**src/rtl/llc_ss_pkg.sv**
```systemverilog
package llc_ss_pkg;

    localparam int DUR_W = 8;

    typedef enum logic [2:0] {
        ST_IDLE,
        ST_HS_ON,
        ST_DEAD_A,
        ST_LS_ON,
        ST_DEAD_B,
        ST_RAMP,
        ST_RUN,
        ST_FAULT
    } ss_state_e;

    // high-side first on-time in ticks: 8..40 by 4, then 48..96 by 8
    function automatic logic [DUR_W-1:0] hs_on_ticks(input logic [3:0] code);
        int v;
        v = (code < 4'd9) ? 8 + 4 * int'(code) : 40 + 8 * (int'(code) - 8);
        return DUR_W'(v);
    endfunction

    // first low-side time shift in ticks: 10..26 by 2, then 30..54 by 4
    function automatic logic [DUR_W-1:0] first_shift_ticks(input logic [3:0] code);
        int v;
        v = (code < 4'd9) ? 10 + 2 * int'(code) : 26 + 4 * (int'(code) - 8);
        return DUR_W'(v);
    endfunction

    // dead time in ticks: 16, 20, 24, 28
    function automatic logic [DUR_W-1:0] dead_ticks(input logic [1:0] code);
        return DUR_W'(16 + 4 * int'(code));
    endfunction

endpackage

```
**src/rtl/llc_ss_cfg_decode.sv**
```systemverilog
module llc_ss_cfg_decode
    import llc_ss_pkg::*;
#(
    parameter int TS_W = 12
) (
    input  logic [3:0]       on_code,
    input  logic [3:0]       ts_code,
    input  logic [1:0]       dead_code,
    input  logic [2:0]       step_code,
    input  logic [2:0]       dec_code,
    input  logic [2:0]       occ_code,
    output logic [DUR_W-1:0] on_len,
    output logic [DUR_W-1:0] first_len,
    output logic [DUR_W-1:0] dead_len,
    output logic [TS_W-1:0]  step_ts,
    output logic [TS_W-1:0]  dec_ts,
    output logic [3:0]       occ_limit
);

    always_comb begin
        on_len    = hs_on_ticks(on_code);
        first_len = first_shift_ticks(ts_code);
        dead_len  = dead_ticks(dead_code);
        step_ts   = TS_W'(int'(step_code) + 1);
        dec_ts    = TS_W'(2 * (int'(dec_code) + 1));
        occ_limit = 4'(int'(occ_code) + 1);
    end

endmodule

```
**src/rtl/llc_ss_interval.sv**
```systemverilog
module llc_ss_interval #(
    parameter int INTERVAL = 1800
) (
    input  logic clk,
    input  logic rst_n,
    input  logic en,
    input  logic clr,
    output logic tick
);

    localparam int CW = (INTERVAL > 1) ? $clog2(INTERVAL) : 1;
    localparam logic [CW-1:0] LAST = CW'(INTERVAL - 1);

    logic [CW-1:0] cnt_q;

    always_ff @(posedge clk or negedge rst_n) begin
        if (!rst_n) begin
            cnt_q <= '0;
        end else if (clr || !en) begin
            cnt_q <= '0;
        end else if (cnt_q == LAST) begin
            cnt_q <= '0;
        end else begin
            cnt_q <= cnt_q + 1'b1;
        end
    end

    assign tick = en && !clr && (cnt_q == LAST);

endmodule

```
**src/rtl/llc_ss_pulse_timer.sv**
```systemverilog
module llc_ss_pulse_timer #(
    parameter int W = 8
) (
    input  logic         clk,
    input  logic         rst_n,
    input  logic         load,
    input  logic [W-1:0] load_val,
    output logic         expired
);

    logic [W-1:0] cnt_q;

    always_ff @(posedge clk or negedge rst_n) begin
        if (!rst_n) begin
            cnt_q <= '0;
        end else if (load) begin
            cnt_q <= load_val;
        end else if (cnt_q != '0) begin
            cnt_q <= cnt_q - 1'b1;
        end
    end

    assign expired = (cnt_q == '0);

endmodule

```
**src/rtl/llc_ss_fsm.sv**
```systemverilog
module llc_ss_fsm
    import llc_ss_pkg::*;
#(
    parameter int TS_W   = 12,
    parameter int TS_MIN = 8
) (
    input  logic             clk,
    input  logic             rst_n,
    input  logic             start,
    input  logic             warn,
    input  logic [TS_W-1:0]  target,
    input  logic [DUR_W-1:0] on_len,
    input  logic [DUR_W-1:0] first_len,
    input  logic [DUR_W-1:0] dead_len,
    input  logic [TS_W-1:0]  step_ts,
    input  logic [TS_W-1:0]  dec_ts,
    input  logic [3:0]       occ_limit,
    input  logic             tick,
    input  logic             expired,
    output logic             tmr_load,
    output logic [DUR_W-1:0] tmr_val,
    output logic             ramp_en,
    output logic             restart,
    output logic [TS_W-1:0]  ts_out,
    output logic             gate_hs,
    output logic             gate_ls,
    output logic             done,
    output logic             fault
);

    ss_state_e       state_q, state_d;
    logic [TS_W-1:0] ts_q, ts_d;
    logic [3:0]      occ_q, occ_d;

    logic [TS_W:0]   ramp_sum;
    logic [TS_W:0]   floor_lvl;
    logic            at_limit;
    logic            at_floor;
    logic            trip;

    assign ramp_sum  = {1'b0, ts_q} + {1'b0, step_ts};
    assign floor_lvl = (TS_W+1)'(TS_MIN) + {1'b0, dec_ts};
    assign at_limit  = ({1'b0, occ_q} + 5'd1) >= {1'b0, occ_limit};
    assign at_floor  = {1'b0, ts_q} <= floor_lvl;
    assign trip      = at_limit || at_floor;

    // state register
    always_ff @(posedge clk or negedge rst_n) begin
        if (!rst_n) begin
            state_q <= ST_IDLE;
            ts_q    <= '0;
            occ_q   <= '0;
        end else begin
            state_q <= state_d;
            ts_q    <= ts_d;
            occ_q   <= occ_d;
        end
    end

    // next state
    always_comb begin
        state_d  = state_q;
        ts_d     = ts_q;
        occ_d    = occ_q;
        tmr_load = 1'b0;
        tmr_val  = '0;
        restart  = 1'b0;
        unique case (state_q)
            ST_IDLE: begin
                ts_d  = '0;
                occ_d = '0;
                if (start) begin
                    state_d  = ST_HS_ON;
                    ts_d     = TS_W'(first_len);
                    tmr_load = 1'b1;
                    tmr_val  = on_len - 1'b1;
                end
            end
            ST_HS_ON: begin
                if (expired) begin
                    state_d  = ST_DEAD_A;
                    tmr_load = 1'b1;
                    tmr_val  = dead_len - 1'b1;
                end
            end
            ST_DEAD_A: begin
                if (expired) begin
                    state_d  = ST_LS_ON;
                    tmr_load = 1'b1;
                    tmr_val  = first_len - 1'b1;
                end
            end
            ST_LS_ON: begin
                if (expired) begin
                    state_d  = ST_DEAD_B;
                    tmr_load = 1'b1;
                    tmr_val  = dead_len - 1'b1;
                end
            end
            ST_DEAD_B: begin
                if (expired) begin
                    state_d = ST_RAMP;
                end
            end
            ST_RAMP: begin
                if (warn) begin
                    if (trip) begin
                        state_d = ST_FAULT;
                    end else begin
                        ts_d    = ts_q - dec_ts;
                        occ_d   = occ_q + 1'b1;
                        restart = 1'b1;
                    end
                end else if (ts_q >= target) begin
                    state_d = ST_RUN;
                    ts_d    = target;
                end else if (tick) begin
                    ts_d = (ramp_sum >= {1'b0, target}) ? target : ramp_sum[TS_W-1:0];
                end
            end
            ST_RUN: begin
                if (warn) begin
                    if (trip) begin
                        state_d = ST_FAULT;
                    end else begin
                        state_d = ST_RAMP;
                        ts_d    = ts_q - dec_ts;
                        occ_d   = occ_q + 1'b1;
                        restart = 1'b1;
                    end
                end else begin
                    ts_d = target;
                end
            end
            ST_FAULT: begin
                state_d = ST_FAULT;
            end
            default: begin
                state_d = ST_IDLE;
            end
        endcase
        if (!start) begin
            state_d  = ST_IDLE;
            ts_d     = '0;
            occ_d    = '0;
            tmr_load = 1'b0;
            restart  = 1'b0;
        end
    end

    // outputs
    always_comb begin
        ramp_en = (state_q == ST_RAMP);
        gate_hs = (state_q == ST_HS_ON);
        gate_ls = (state_q == ST_LS_ON);
        done    = (state_q == ST_RUN);
        fault   = (state_q == ST_FAULT);
        ts_out  = (state_q == ST_IDLE || state_q == ST_FAULT) ? '0 : ts_q;
    end

endmodule

```
**src/rtl/llc_ss_seq.sv**
```systemverilog
module llc_ss_seq
    import llc_ss_pkg::*;
#(
    parameter int TS_W          = 12,
    parameter int STEP_INTERVAL = 1800,
    parameter int TS_MIN        = 8
) (
    input  logic            clk,
    input  logic            rst_n,
    input  logic            start_i,
    input  logic            acp_warn_i,
    input  logic [TS_W-1:0] target_ts_i,
    input  logic [3:0]      cfg_on_code_i,
    input  logic [3:0]      cfg_ts_code_i,
    input  logic [1:0]      cfg_dead_code_i,
    input  logic [2:0]      cfg_step_code_i,
    input  logic [2:0]      cfg_dec_code_i,
    input  logic [2:0]      cfg_occ_code_i,
    output logic [TS_W-1:0] ts_o,
    output logic            gate_hs_o,
    output logic            gate_ls_o,
    output logic            done_o,
    output logic            fault_o
);

    logic [DUR_W-1:0] on_len, first_len, dead_len, tmr_val;
    logic [TS_W-1:0]  step_ts, dec_ts;
    logic [3:0]       occ_limit;
    logic             tick, expired, tmr_load, ramp_en, restart;

    llc_ss_cfg_decode #(.TS_W(TS_W)) dec_i (
        .on_code   (cfg_on_code_i),
        .ts_code   (cfg_ts_code_i),
        .dead_code (cfg_dead_code_i),
        .step_code (cfg_step_code_i),
        .dec_code  (cfg_dec_code_i),
        .occ_code  (cfg_occ_code_i),
        .on_len    (on_len),
        .first_len (first_len),
        .dead_len  (dead_len),
        .step_ts   (step_ts),
        .dec_ts    (dec_ts),
        .occ_limit (occ_limit)
    );

    llc_ss_interval #(.INTERVAL(STEP_INTERVAL)) ivl_i (
        .clk   (clk),
        .rst_n (rst_n),
        .en    (ramp_en),
        .clr   (restart),
        .tick  (tick)
    );

    llc_ss_pulse_timer #(.W(DUR_W)) tmr_i (
        .clk      (clk),
        .rst_n    (rst_n),
        .load     (tmr_load),
        .load_val (tmr_val),
        .expired  (expired)
    );

    llc_ss_fsm #(.TS_W(TS_W), .TS_MIN(TS_MIN)) fsm_i (
        .clk       (clk),
        .rst_n     (rst_n),
        .start     (start_i),
        .warn      (acp_warn_i),
        .target    (target_ts_i),
        .on_len    (on_len),
        .first_len (first_len),
        .dead_len  (dead_len),
        .step_ts   (step_ts),
        .dec_ts    (dec_ts),
        .occ_limit (occ_limit),
        .tick      (tick),
        .expired   (expired),
        .tmr_load  (tmr_load),
        .tmr_val   (tmr_val),
        .ramp_en   (ramp_en),
        .restart   (restart),
        .ts_out    (ts_o),
        .gate_hs   (gate_hs_o),
        .gate_ls   (gate_ls_o),
        .done      (done_o),
        .fault     (fault_o)
    );

endmodule

```
**config.mk**
```make
export PLATFORM = sky130hd
export DESIGN_NAME = llc_ss_seq
export DESIGN_NICKNAME = d
export VERILOG_FILES = /design/src/rtl/llc_ss_pkg.sv /design/src/rtl/llc_ss_cfg_decode.sv /design/src/rtl/llc_ss_interval.sv /design/src/rtl/llc_ss_pulse_timer.sv /design/src/rtl/llc_ss_fsm.sv /design/src/rtl/llc_ss_seq.sv
export SDC_FILE = /design/constraint.sdc
export NUM_CORES = 1
export LEC_CHECK = 0
export CAP_MARGIN = 0
export CORE_MARGIN = 3
export CORE_UTILIZATION = 50
export CTS_CLUSTER_DIAMETER = 50
export DETAILED_ROUTE_END_ITERATION = 8
export GPL_ROUTABILITY_DRIVEN = 0
export PLACE_DENSITY_LB_ADDON = 0.05
export SLEW_MARGIN = 20
export SYNTH_ARGS = -nofsm -noshare
export SYNTH_HDL_FRONTEND = slang
export SYNTH_SLANG_ARGS = --single-unit
```
**constraint.sdc**
```tcl
create_clock -name clk -period 3.6 [get_ports clk]
set_input_delay 0.72 -clock clk [delete_from_list [all_inputs] [get_ports clk]]
set_output_delay 0.72 -clock clk [all_outputs]
set_load 0.1 [all_outputs]
```
After elaboration in Yosys (flattened, before gate mapping)

Index checks and enable logic that the tools add are counted.

Input bits: 35
Register bits: 38
Output and inout bits: 16

Magnitude comparators: 6
Reduce and logical (&&, ||, !) cells: 17
Eq/ne operators: 20
Add/sub/neg operators: 20
Muxes and demuxes: 41

Operators with widths:

| operator                | number |
|---|---|
| $mux W12                | 8 |
| $mux W8                 | 7 |
| $pmux W12 S3            | 1 |
| $mux W3                 | 9 |
| $pmux W3 S8             | 1 |
| $pmux W8 S3             | 1 |
| $sub A8 B1 Y8 const B   | 3 |
| $mux W11                | 2 |
| $add A12 B4 Y13         | 1 |
| $ge A13 B12 Y1          | 1 |
| $le A12 B13 Y1          | 1 |
| $add A3 B1 Y4 const B   | 3 |
| $add A4 B5 Y6 const A   | 2 |
| $eq A3 B3 Y1 const B    | 4 |
| $ge A12 B12 Y1          | 1 |
| $mux W4                 | 3 |
| $ne A3 B2 Y1 const B    | 4 |
| $ne A3 B3 Y1 const B    | 4 |
| $sub A12 B5 Y12         | 1 |
| $add A11 B1 Y11 const B | 1 |
| $eq A11 B11 Y1 const B  | 1 |
| $sub A4 B4 Y5 const B   | 2 |
| $add A6 B8 Y8 const A   | 1 |
| $add A7 B8 Y8 const A   | 1 |
| other kinds (28)        | 41 |

Depth between registers and ports, before layout

Gate-level depths: netlist of run 1.

Word-level depth: 16
Depth in mapped cells: 16

Cells and area by module

A second synthesis of run 1 with hierarchy kept.

Cell total of the unflattened synthesis: 721
Area, all modules: 5680.4 um2

Modules (own cells, without submodules):

| module             | sequential area each (um2) | area an instance (um2) | cells each | times used |
|---|---|---|---|---|
| llc_ss_fsm         | 475.5                      | 3961.3                 | 521        | 1 |
| llc_ss_cfg_decode  | 0.0                        | 678.2                  | 90         | 1 |
| llc_ss_interval    | 275.3                      | 553.0                  | 56         | 1 |
| llc_ss_pulse_timer | 200.2                      | 488.0                  | 54         | 1 |

Worst setup path before layout of run 1

OpenSTA, ideal clock, no wires.

Path type: register to output
Start: register fsm_i.state_q[0]
End: output port ts_o[0]
Buffers on the path: 2
Data arrival time: 3468 ps
Required time: 2880 ps
Path slack: -588 ps
Stages on the path, launching flop included: 5
Cells stage by stage: dfrtp_1 clkbuf_1 and3_1 clkbuf_1 nor3_1

Longest elaborated chain between the ends: 3

Ends and longest elaborated chain:

| item                     | line              | text |
|---|---|---|
| start: declaration       | llc_ss_fsm.sv:31  | `ss_state_e state_q, state_d;` |
| start signal: assignment | llc_ss_fsm.sv:54  | `state_q <= state_d;` |
| $eq A3 B3 Y1             | -                 |  |
| named net fault_o        | llc_ss_seq.sv:23  | `output logic fault_o` |
| $logic_or A1 B1 Y1       | llc_ss_fsm.sv:158 | `ts_out = (state_q == ST_IDLE \|\| state_q == ST_FAULT) ? '0 : ts_q;` |
| $mux W12                 | llc_ss_fsm.sv:158 |  |
| end: declaration         | llc_ss_seq.sv:19  | `output logic [TS_W-1:0] ts_o,` |

The timed path passes the listed nets, and every way through them passes these cells.

Final worst setup path of run 1

Start: input port cfg_step_code_i[0]
End: register fsm_i.ts_q[3]

Longest elaborated chain between the ends: 9

Ends and longest elaborated chain:

| item                   | line                    | text |
|---|---|---|
| start: declaration     | llc_ss_seq.sv:16        | `input logic [2:0] cfg_step_code_i,` |
| $add A3 B1 Y4 (*)      | llc_ss_cfg_decode.sv:24 | `step_ts = TS_W'(int'(step_code) + 1);` |
| $add A12 B4 Y13 (*)    | llc_ss_fsm.sv:41        | `assign ramp_sum = {1'b0, ts_q} + {1'b0, step_ts};` |
| $ge A13 B12 Y1         | llc_ss_fsm.sv:118       | `ts_d = (ramp_sum >= {1'b0, target}) ? target : ramp_sum[TS_W-1:0];` |
| $mux W12 (*)           | llc_ss_fsm.sv:118       |  |
| $mux W12 (*)           | llc_ss_fsm.sv:117       | `end else if (tick) begin` |
| $mux W12 (*)           | llc_ss_fsm.sv:114       | `end else if (ts_q >= target) begin` |
| $mux W12 (*)           | llc_ss_fsm.sv:106       | `if (warn) begin` |
| $pmux W12 S3 (*)       | llc_ss_fsm.sv:68        | `unique case (state_q)` |
| $mux W12 (*)           | llc_ss_fsm.sv:142       | `if (!start) begin` |
| end signal: assignment | llc_ss_fsm.sv:55        | `ts_q <= ts_d;` |
| end: declaration       | llc_ss_fsm.sv:32        | `logic [TS_W-1:0] ts_q, ts_d;` |

Mark *: on every way between the ends. The rest lies on a longest branch, timed or not. The select of a mux whose other input is x is not followed.
A chain may end at the register's enable or synchronous reset.

==> impl_metrics.json, run 1 <==
{
  "outcome": "finished, final reports clean",
  "power_leakage_nw": 2.62,
  "synth-warning-count": 0,
  "layout_worst_path_cycle_share_pct": 100,
  "timing.critical_path.arrival_ns": 3.79,
  "internal-power_mw": 1.41,
  "drive_above_1_share_pct": 23.0,
  "worstPathMaxFanout": 5,
  "place_inst": 734,
  "detail-route-antenna-nets": 0,
  "detailedRoute.firstIterationViolations": 352,
  "synth_simple_gate_area_share_pct": 23.5,
  "synthArstFlopShare_pct": 100,
  "yosys.area_share.xor_xnor_pct": 7.00,
  "via_count": 4533,
  "cpMaxStageDelayCell": "sky130_fd_sc_hd__fa_2",
  "syn-num-nets": 627,
  "timing.hold.worst.class": "reg -> reg",
  "syn-mean-instance-area_um2": 7.96,
  "crit_path_end_kind": "register",
  "first_global_vias": 4503,
  "synth_most_common_cell": "sky130_fd_sc_hd__ha_1",
  "drv_cap": 0,
  "detailed_placement_hpwl_mm": 9.62,
  "worst_r2r_path_depth": 15,
  "global_route.overflow_total": 0,
  "worst_hold_path.num_cells": 1,
  "clock_sinks": 38,
  "design.portCount": 51,
  "floorplan.initialDensity_pct": 51.5,
  "vdd.ir_drop.worst_mv": 0.479,
  "number_of_optimization_iterations_in_the_first_detailed_route_pass": 5,
  "synthFlopType": "sky130_fd_sc_hd__dfrtp_1",
  "synth-seq-cells": 38,
  "clkSlewWorstSetupHoldPaths_ns": 0.08,
  "place_area_um2": 5290,
  "crit-reg2reg-launch": "fsm_i.ts_q[0]$_DFFE_PN0P_",
  "diodes": 0,
  "cts_root_buf": "sky130_fd_sc_hd__clkbuf_8",
  "cell_with_the_most_instances_on_the_worst_path": "sky130_fd_sc_hd__a221o_1",
  "report.final.slew_viol_count": 0,
  "timing.critical_path.slowest_cell_delay_ns": 0.37,
  "pin_count_of_the_biggest_net_entering_global_routing": 39,
  "switchingPower_mw": 1.33,
  "dieWidth_um": 98.2,
  "crit_path_start_kind": "primary input",
  "synth_top_cells_by_area": "sky130_fd_sc_hd__dfrtp_1 (22%), sky130_fd_sc_hd__ha_1 (16%), sky130_fd_sc_hd__xnor2_1 (4.5%)",
  "fin_worst_hold_slack_ns": 0.510,
  "layout.cell_area.non_filler_um2": 5660,
  "area_growth_pct": 33.1,
  "path_cells": "buf_8, inv_12, ha_4, fa_2, nor2b_4, o21a_1, nand3_2, xnor2_2, ha_1, nand4_1, o221ai_2, a21oi_2, o211ai_1, nor2_2, a221o_1, a221o_1",
  "post_synth_inst_count": 534,
  "yosys.area.top_type_share_pct": 22.4,
  "synth_compound_gate_area_share_pct": 22.0,
  "wl_per_cell_um": 16.8,
  "final_nets": 740,
  "max_freq_mhz": 278,
  "grt_antenna_before_repair": 0,
  "clock_insertion_delay_worst_skew_ns": 0.30,
  "multi_input_area_um2": 3250,
  "cts_max_level": 2,
  "final_period_minus_worst_setup_slack_ns": 3.60,
  "synth-edff-count": 0,
  "cell_row_count": 33,
  "postRouteWirelength_mm": 12.6,
  "clock_power_share_pct": 11.8,
  "finalSetupViolCount": 0,
  "worstMarginPinSlew_ns": 0.898,
  "timing.setup.critical_path_class": "in -> reg",
  "post_synth_mux_area_share_pct": 1.71,
  "fin_setup_tns_ns": 0,
  "die_h_um": 98.2,
  "final_hold_violation_count": 0,
  "holdPathEnd": "ivl_i.cnt_q[0]$_DFF_PN0_",
  "seqPwrFrac_pct": 23.1,
  "synthDistinctLibCells": 62,
  "netlist.top_cell.by_area": "sky130_fd_sc_hd__dfrtp_1",
  "drt_drc_violations_left": 0,
  "synth_seq_area_share_pct": 22.4,
  "pwr_density_cell_nw_per_um2": 483,
  "power.switching_fraction_pct": 48.5,
  "hold_path.startpoint": "ivl_i.cnt_q[0]$_DFF_PN0_",
  "coreArea_um2": 8260,
  "cts-root-to-sink-buffers": 2,
  "n_fill_cell": 716,
  "max-slew-margin-rel_pct": 40.2,
  "route.detailed.vias_per_inst": 6.02,
  "grt_pass1_wl_mm": 21.1,
  "port_buffers": 50,
  "cts_inserted_buffers": 5,
  "ff2ff_setup_slack_ns": 0.05,
  "finalClockSkew_ns": 0.00203,
  "rr_endpoint": "fsm_i.ts_q[3]$_DFFE_PN0P_",
  "setup_repair_after_global_routing_missed_its_margin": "true",
  "cell_area_synth_um2": 4250,
  "relative_contribution_of_combinational_cells_to_total_power_pct": 65.0,
  "regArea_um2": 952,
  "track_usage_pct": 26.2,
  "stdcell_count": 753,
  "largest_family_of_logic_cells_by_synthesized_area": "simple AND/OR/NAND/NOR gates",
  "synthAdderAreaFrac_pct": 17.4,
  "synth.top_cells.by_count": "sky130_fd_sc_hd__ha_1 (56), sky130_fd_sc_hd__nor2_1 (46), sky130_fd_sc_hd__inv_1 (43)",
  "die-area_um2": 9650,
  "worst_path_required_time_ns": 3.79,
  "cts_tree": "built"
}
[logic make-up (layout without fill, tap and decap cells)]
logic type / after synthesis / count (layout)
compound gates: 137 / 137
xor+xnor: 34 / 34
fa+ha+maj: 58 / 58
buf+inv: 67 / 181
flops: 38 / 38
mux: 7 / 7
simple gates: 193 / 193
[metrics by stage]
step | power, mW | worst slack [ns] | util (%)
finish | 2.74 | 0.00120 | 68.5
global route | 2.93 | -0.148 | 68.5
CTS | 2.64 | 0.000913 | 66.2
detailed placement | 2.27 | -1.10 | 64.0
global placement | 2.24 | -0.959 | 64.0
floorplan | 1.68 | -0.588 | -
[timing repair]
action | in CTS | in global routing
hold buffers | 0 | 0
buffers inserted | 5 | 6
endpoints found under the setup margin | 12 | 23
gates resized for setup | 16 | 34
pin swaps | 11 | 23
[power groups by stage]
stage          registers, mW  logic (mW)  clock network [mW]
2_1_floorplan          0.584        1.10                   0
3_3_place_gp           0.628        1.61                   0
3_5_place_dp           0.635        1.64                   0
4_1_cts                0.629        1.68               0.327
5_1_grt                0.650        1.94               0.340
6_report               0.633        1.78               0.324
[final cells by class]
cell class / instances / area share (%)
clock buffers: 6 / 1.46
clock inverters: 2 / 0.221
inverters: 45 / 3.21
multi-input cells: 429 / 57.4
flip-flops and latches: 38 / 16.8
well taps: 105 / 2.32
repair buffers: 128 / 18.6
[worst max-delay path by stage]
| stage | end | cells past startpoint | start |
|---|---|---|---|
| 2_1_floorplan | ts_o[0] | 4 | fsm_i.state_q[0]$_DFFE_PN0P_ |
| 3_3_place_gp | fsm_i.ts_q[7]$_DFFE_PN0P_ | 16 | cfg_step_code_i[0] |
| 3_5_place_dp | fsm_i.ts_q[7]$_DFFE_PN0P_ | 16 | cfg_step_code_i[0] |
| 4_1_cts | fsm_i.ts_q[3]$_DFFE_PN0P_ | 16 | cfg_step_code_i[0] |
| 5_1_grt | fsm_i.ts_q[4]$_DFFE_PN0P_ | 17 | cfg_step_code_i[1] |
| 6_report | fsm_i.ts_q[3]$_DFFE_PN0P_ | 16 | cfg_step_code_i[0] |
[critical path, delay by kind of cell]
| kind | cells | cell delay, ns |
|---|---|---|
| compound gates | 6 | 1.40 |
| xor+xnor | 1 | 0.16 |
| fa+ha+maj | 3 | 0.84 |
| buf+inv | 2 | 0.12 |
| simple gates | 4 | 0.56 |
[sequential cells by signal, indices dropped and copies added (netlist names)]
signal	cells
fsm_i.ts_q	12
ivl_i.cnt_q	11
tmr_i.cnt_q	8
fsm_i.occ_q	4
fsm_i.state_q	3
[routing by layer]
layer | up-vias | GRT usage [%] | share of wire [%]
met5 | - | 0 | 0
met2 | 178 | 43.1 | 46
met3 | 29 | 3.93 | 7.0
li1 | 2188 | - | -
met4 | 0 | 5.36 | 1.9
met1 | 2138 | 36.9 | 45
[placed cells by master, fill, tap and decap left out, types with 15 or more instances in the layout]
| cell type | netlist | final |
|---|---|---|
| sky130_fd_sc_hd__o21ai_0 | 24 | 23 |
| sky130_fd_sc_hd__dfrtp_1 | 38 | 37 |
| sky130_fd_sc_hd__a21oi_1 | 27 | 24 |
| sky130_fd_sc_hd__inv_1 | 43 | 42 |
| sky130_fd_sc_hd__xnor2_1 | 22 | 20 |
| sky130_fd_sc_hd__clkdlybuf4s50_1 | 0 | 30 |
| sky130_fd_sc_hd__nand2_1 | 41 | 41 |
| sky130_fd_sc_hd__a211oi_1 | 16 | 15 |
| sky130_fd_sc_hd__nor2_1 | 46 | 45 |
| sky130_fd_sc_hd__buf_4 | 0 | 91 |
| sky130_fd_sc_hd__ha_1 | 56 | 52 |
| sky130_fd_sc_hd__nand3_1 | 17 | 16 |
| sky130_fd_sc_hd__nor3_1 | 21 | 20 |
(Power assumes the default switching activity.)
==> run 2, diff against run 1 <==
Settings changed: SKIP_LAST_GASP from default to 1, TNS_END_PERCENT from default to 20.
Clock period 3.6 ns to 3.1 ns, I/O delays scaled along.
==> run 2 against run 1 <==
  * The run now ends with setup timing left
  * Core utilization increased by 3.8 points
  * Sequential share of layout area shrank 0.90 points
  * Clock power is 37% higher
  * Die area unchanged
  * Largest power group unchanged
==> impl_metrics.json, run 2 (same netlist as run 1, synthesis figures left out) <==
{
  "outcome": "complete, but fails checks",
  "violations": "setup timing",
  "timing.hold.worst.class": "in -> async",
  "layout_worst_path_cycle_share_pct": 112,
  "cts_inserted_buffers": 5,
  "clock_sinks": 38,
  "wl_per_cell_um": 16.6,
  "dp_worst_slack_ns": -1.46,
  "hold_buffers": 0,
  "timing.setup.critical_path_class": "reg -> reg",
  "layout_commonest_cell": "sky130_fd_sc_hd__buf_4",
  "layout.cells.most_common_list": "sky130_fd_sc_hd__buf_4 (112), sky130_fd_sc_hd__ha_1 (53), sky130_fd_sc_hd__nor2_1 (44), sky130_fd_sc_hd__inv_1 (41), sky130_fd_sc_hd__nand2_1 (41)",
  "stdcell_count": 782,
  "detailedRoute.firstIterationViolations": 323,
  "layout.core_utilization_pct": 72.3,
  "area_growth_pct": 40.4,
  "track_usage_pct": 27.2,
  "finalClockSkew_ns": 0.00645,
  "max_freq_mhz": 289,
  "global_route.overflow_total": 0,
  "drv_cap": 0,
  "die_h_um": 98.2,
  "finalSetupViolCount": 28,
  "cts_tree": "built",
  "coreArea_um2": 8260,
  "cell_row_count": 33,
  "port_buffers": 50,
  "postRouteWirelength_mm": 13.0,
  "place_inst": 764,
  "timing.critical_path.arrival_ns": 3.66,
  "floorplan.initialDensity_pct": 51.5,
  "biggestRegsByFlops": "fsm_i.ts_q x12, ivl_i.cnt_q x11, tmr_i.cnt_q x8",
  "detailed_placement_hpwl_mm": 10.1,
  "grt_antenna_before_repair": 0,
  "clock_insertion_delay_worst_skew_ns": 0.31,
  "drt_drc_violations_left": 0,
  "worstPathMaxFanout": 6,
  "post-layout-total-power_mw": 3.43,
  "fin_setup_tns_ns": -6.29,
  "setup_repair_after_global_routing_missed_its_margin": "true",
  "diodes": 0,
  "max-slew-margin-rel_pct": 42.7,
  "final_nets": 769,
  "layout.cell_area.non_filler_um2": 5970,
  "route.detailed.vias_per_inst": 5.96,
  "grt_pass1_wl_mm": 21.8,
  "final_period_minus_worst_setup_slack_ns": 3.46,
  "power_leakage_nw": 2.77,
  "dieWidth_um": 98.2,
  "cts_max_level": 2,
  "fin_ws_ns": -0.362,
  "registers.top_by_ff_count": "fsm_i.ts_q",
  "via_count": 4662,
  "pwr_density_cell_nw_per_um2": 574,
  "worstMarginPinSlew_ns": 0.860,
  "detail-route-antenna-nets": 0,
  "pin_count_of_the_biggest_net_entering_global_routing": 39,
  "final_hold_violation_count": 0,
  "drive_above_1_share_pct": 25.8,
  "vdd.ir_drop.worst_mv": 0.550,
  "report.final.slew_viol_count": 0,
  "clkSlewWorstSetupHoldPaths_ns": 0.08,
  "die-area_um2": 9650,
  "place_area_um2": 5650,
  "design.portCount": 51,
  "number_of_optimization_iterations_in_the_first_detailed_route_pass": 5,
  "n_fill_cell": 651,
  "worst_path_required_time_ns": 3.29,
  "largest_reg_flops": 12,
  "cts_root_buf": "sky130_fd_sc_hd__clkbuf_8",
  "fin_worst_hold_slack_ns": 0.418,
  "first_global_vias": 4634,
  "crit_path_start_kind": "register",
  "cts-root-to-sink-buffers": 2,
  "crit_path_end_kind": "register",
  "ff2ff_setup_slack_ns": -0.36
}
[run 2: worst max-delay path, stage by stage, from the launching register on]
cell	delay (ns)
sky130_fd_sc_hd__dfrtp_1	0.38
sky130_fd_sc_hd__inv_2	0.07
sky130_fd_sc_hd__ha_4	0.16
sky130_fd_sc_hd__fa_2	0.37
sky130_fd_sc_hd__nor2b_4	0.15
sky130_fd_sc_hd__o21a_1	0.20
sky130_fd_sc_hd__buf_6	0.13
sky130_fd_sc_hd__xor2_2	0.20
sky130_fd_sc_hd__ha_4	0.23
sky130_fd_sc_hd__a21oi_2	0.17
sky130_fd_sc_hd__o221ai_2	0.13
sky130_fd_sc_hd__a21oi_2	0.14
sky130_fd_sc_hd__o211a_1	0.21
sky130_fd_sc_hd__a31oi_4	0.14
sky130_fd_sc_hd__a221o_1	0.35
sky130_fd_sc_hd__a221o_1	0.31
[run 2: routing by layer]
| layer | track usage, % | part of all wire, % | up-vias |
|---|---|---|---|
| met3 | 3.71 | 6.5 | 34 |
| met2 | 44.2 | 46 | 179 |
| met1 | 37.9 | 44 | 2199 |
| met5 | 0 | 0 | - |
| li1 | - | - | 2250 |
| met4 | 8.09 | 2.6 | 0 |
[run 2: worst paths after layout]
check                                          startpoint                         end  depth (start not counted)
worst max-delay path            fsm_i.ts_q[0]$_DFFE_PN0P_   fsm_i.ts_q[3]$_DFFE_PN0P_                         15
worst min-delay path                                rst_n  fsm_i.ts_q[11]$_DFFE_PN0P_                          1
worst max register to register  fsm_i.ts_q[0]$_DFFE_PN0P_   fsm_i.ts_q[3]$_DFFE_PN0P_                         15
worst min register to register   ivl_i.cnt_q[0]$_DFF_PN0_    ivl_i.cnt_q[0]$_DFF_PN0_                          1
max in group asynchronous                           rst_n    ivl_i.cnt_q[0]$_DFF_PN0_                          1
min in group clk                 ivl_i.cnt_q[0]$_DFF_PN0_    ivl_i.cnt_q[0]$_DFF_PN0_                          1
[run 2: power by group]
| part | switching, mW | internal [mW] |
|---|---|---|
| combinational | 1.28 | 1.00 |
| clock | 0.206 | 0.240 |
| sequential | 0.112 | 0.589 |
[run 2: cell type report]
class                      count  area, µm²  area share (%)
multi-input combinational    430       3230            54.1
clock inverter                 3       45.0           0.755
inverter                      45        181            3.04
clock buffer                   5       68.8            1.15
sequential                    38        951            15.9
timing repair buffer         156       1360            22.8
tap                          105        131            2.20
[run 2: timing repair]
| item | 4_1_cts | 5_1_grt |
|---|---|---|
| gates cloned | 0 | 1 |
| endpoints found under the setup margin | 26 | 28 |
| buffers inserted | 7 | 2 |
| pin swaps | 19 | 9 |
| gates resized for setup | 30 | 8 |
==> run 3, diff against run 2 <==
Settings changed: ABC_CLOCK_PERIOD_IN_PS from default to 3100.
==> results of run 3 <==
The final DEF is identical to that of run 2; final timing and power are the same.
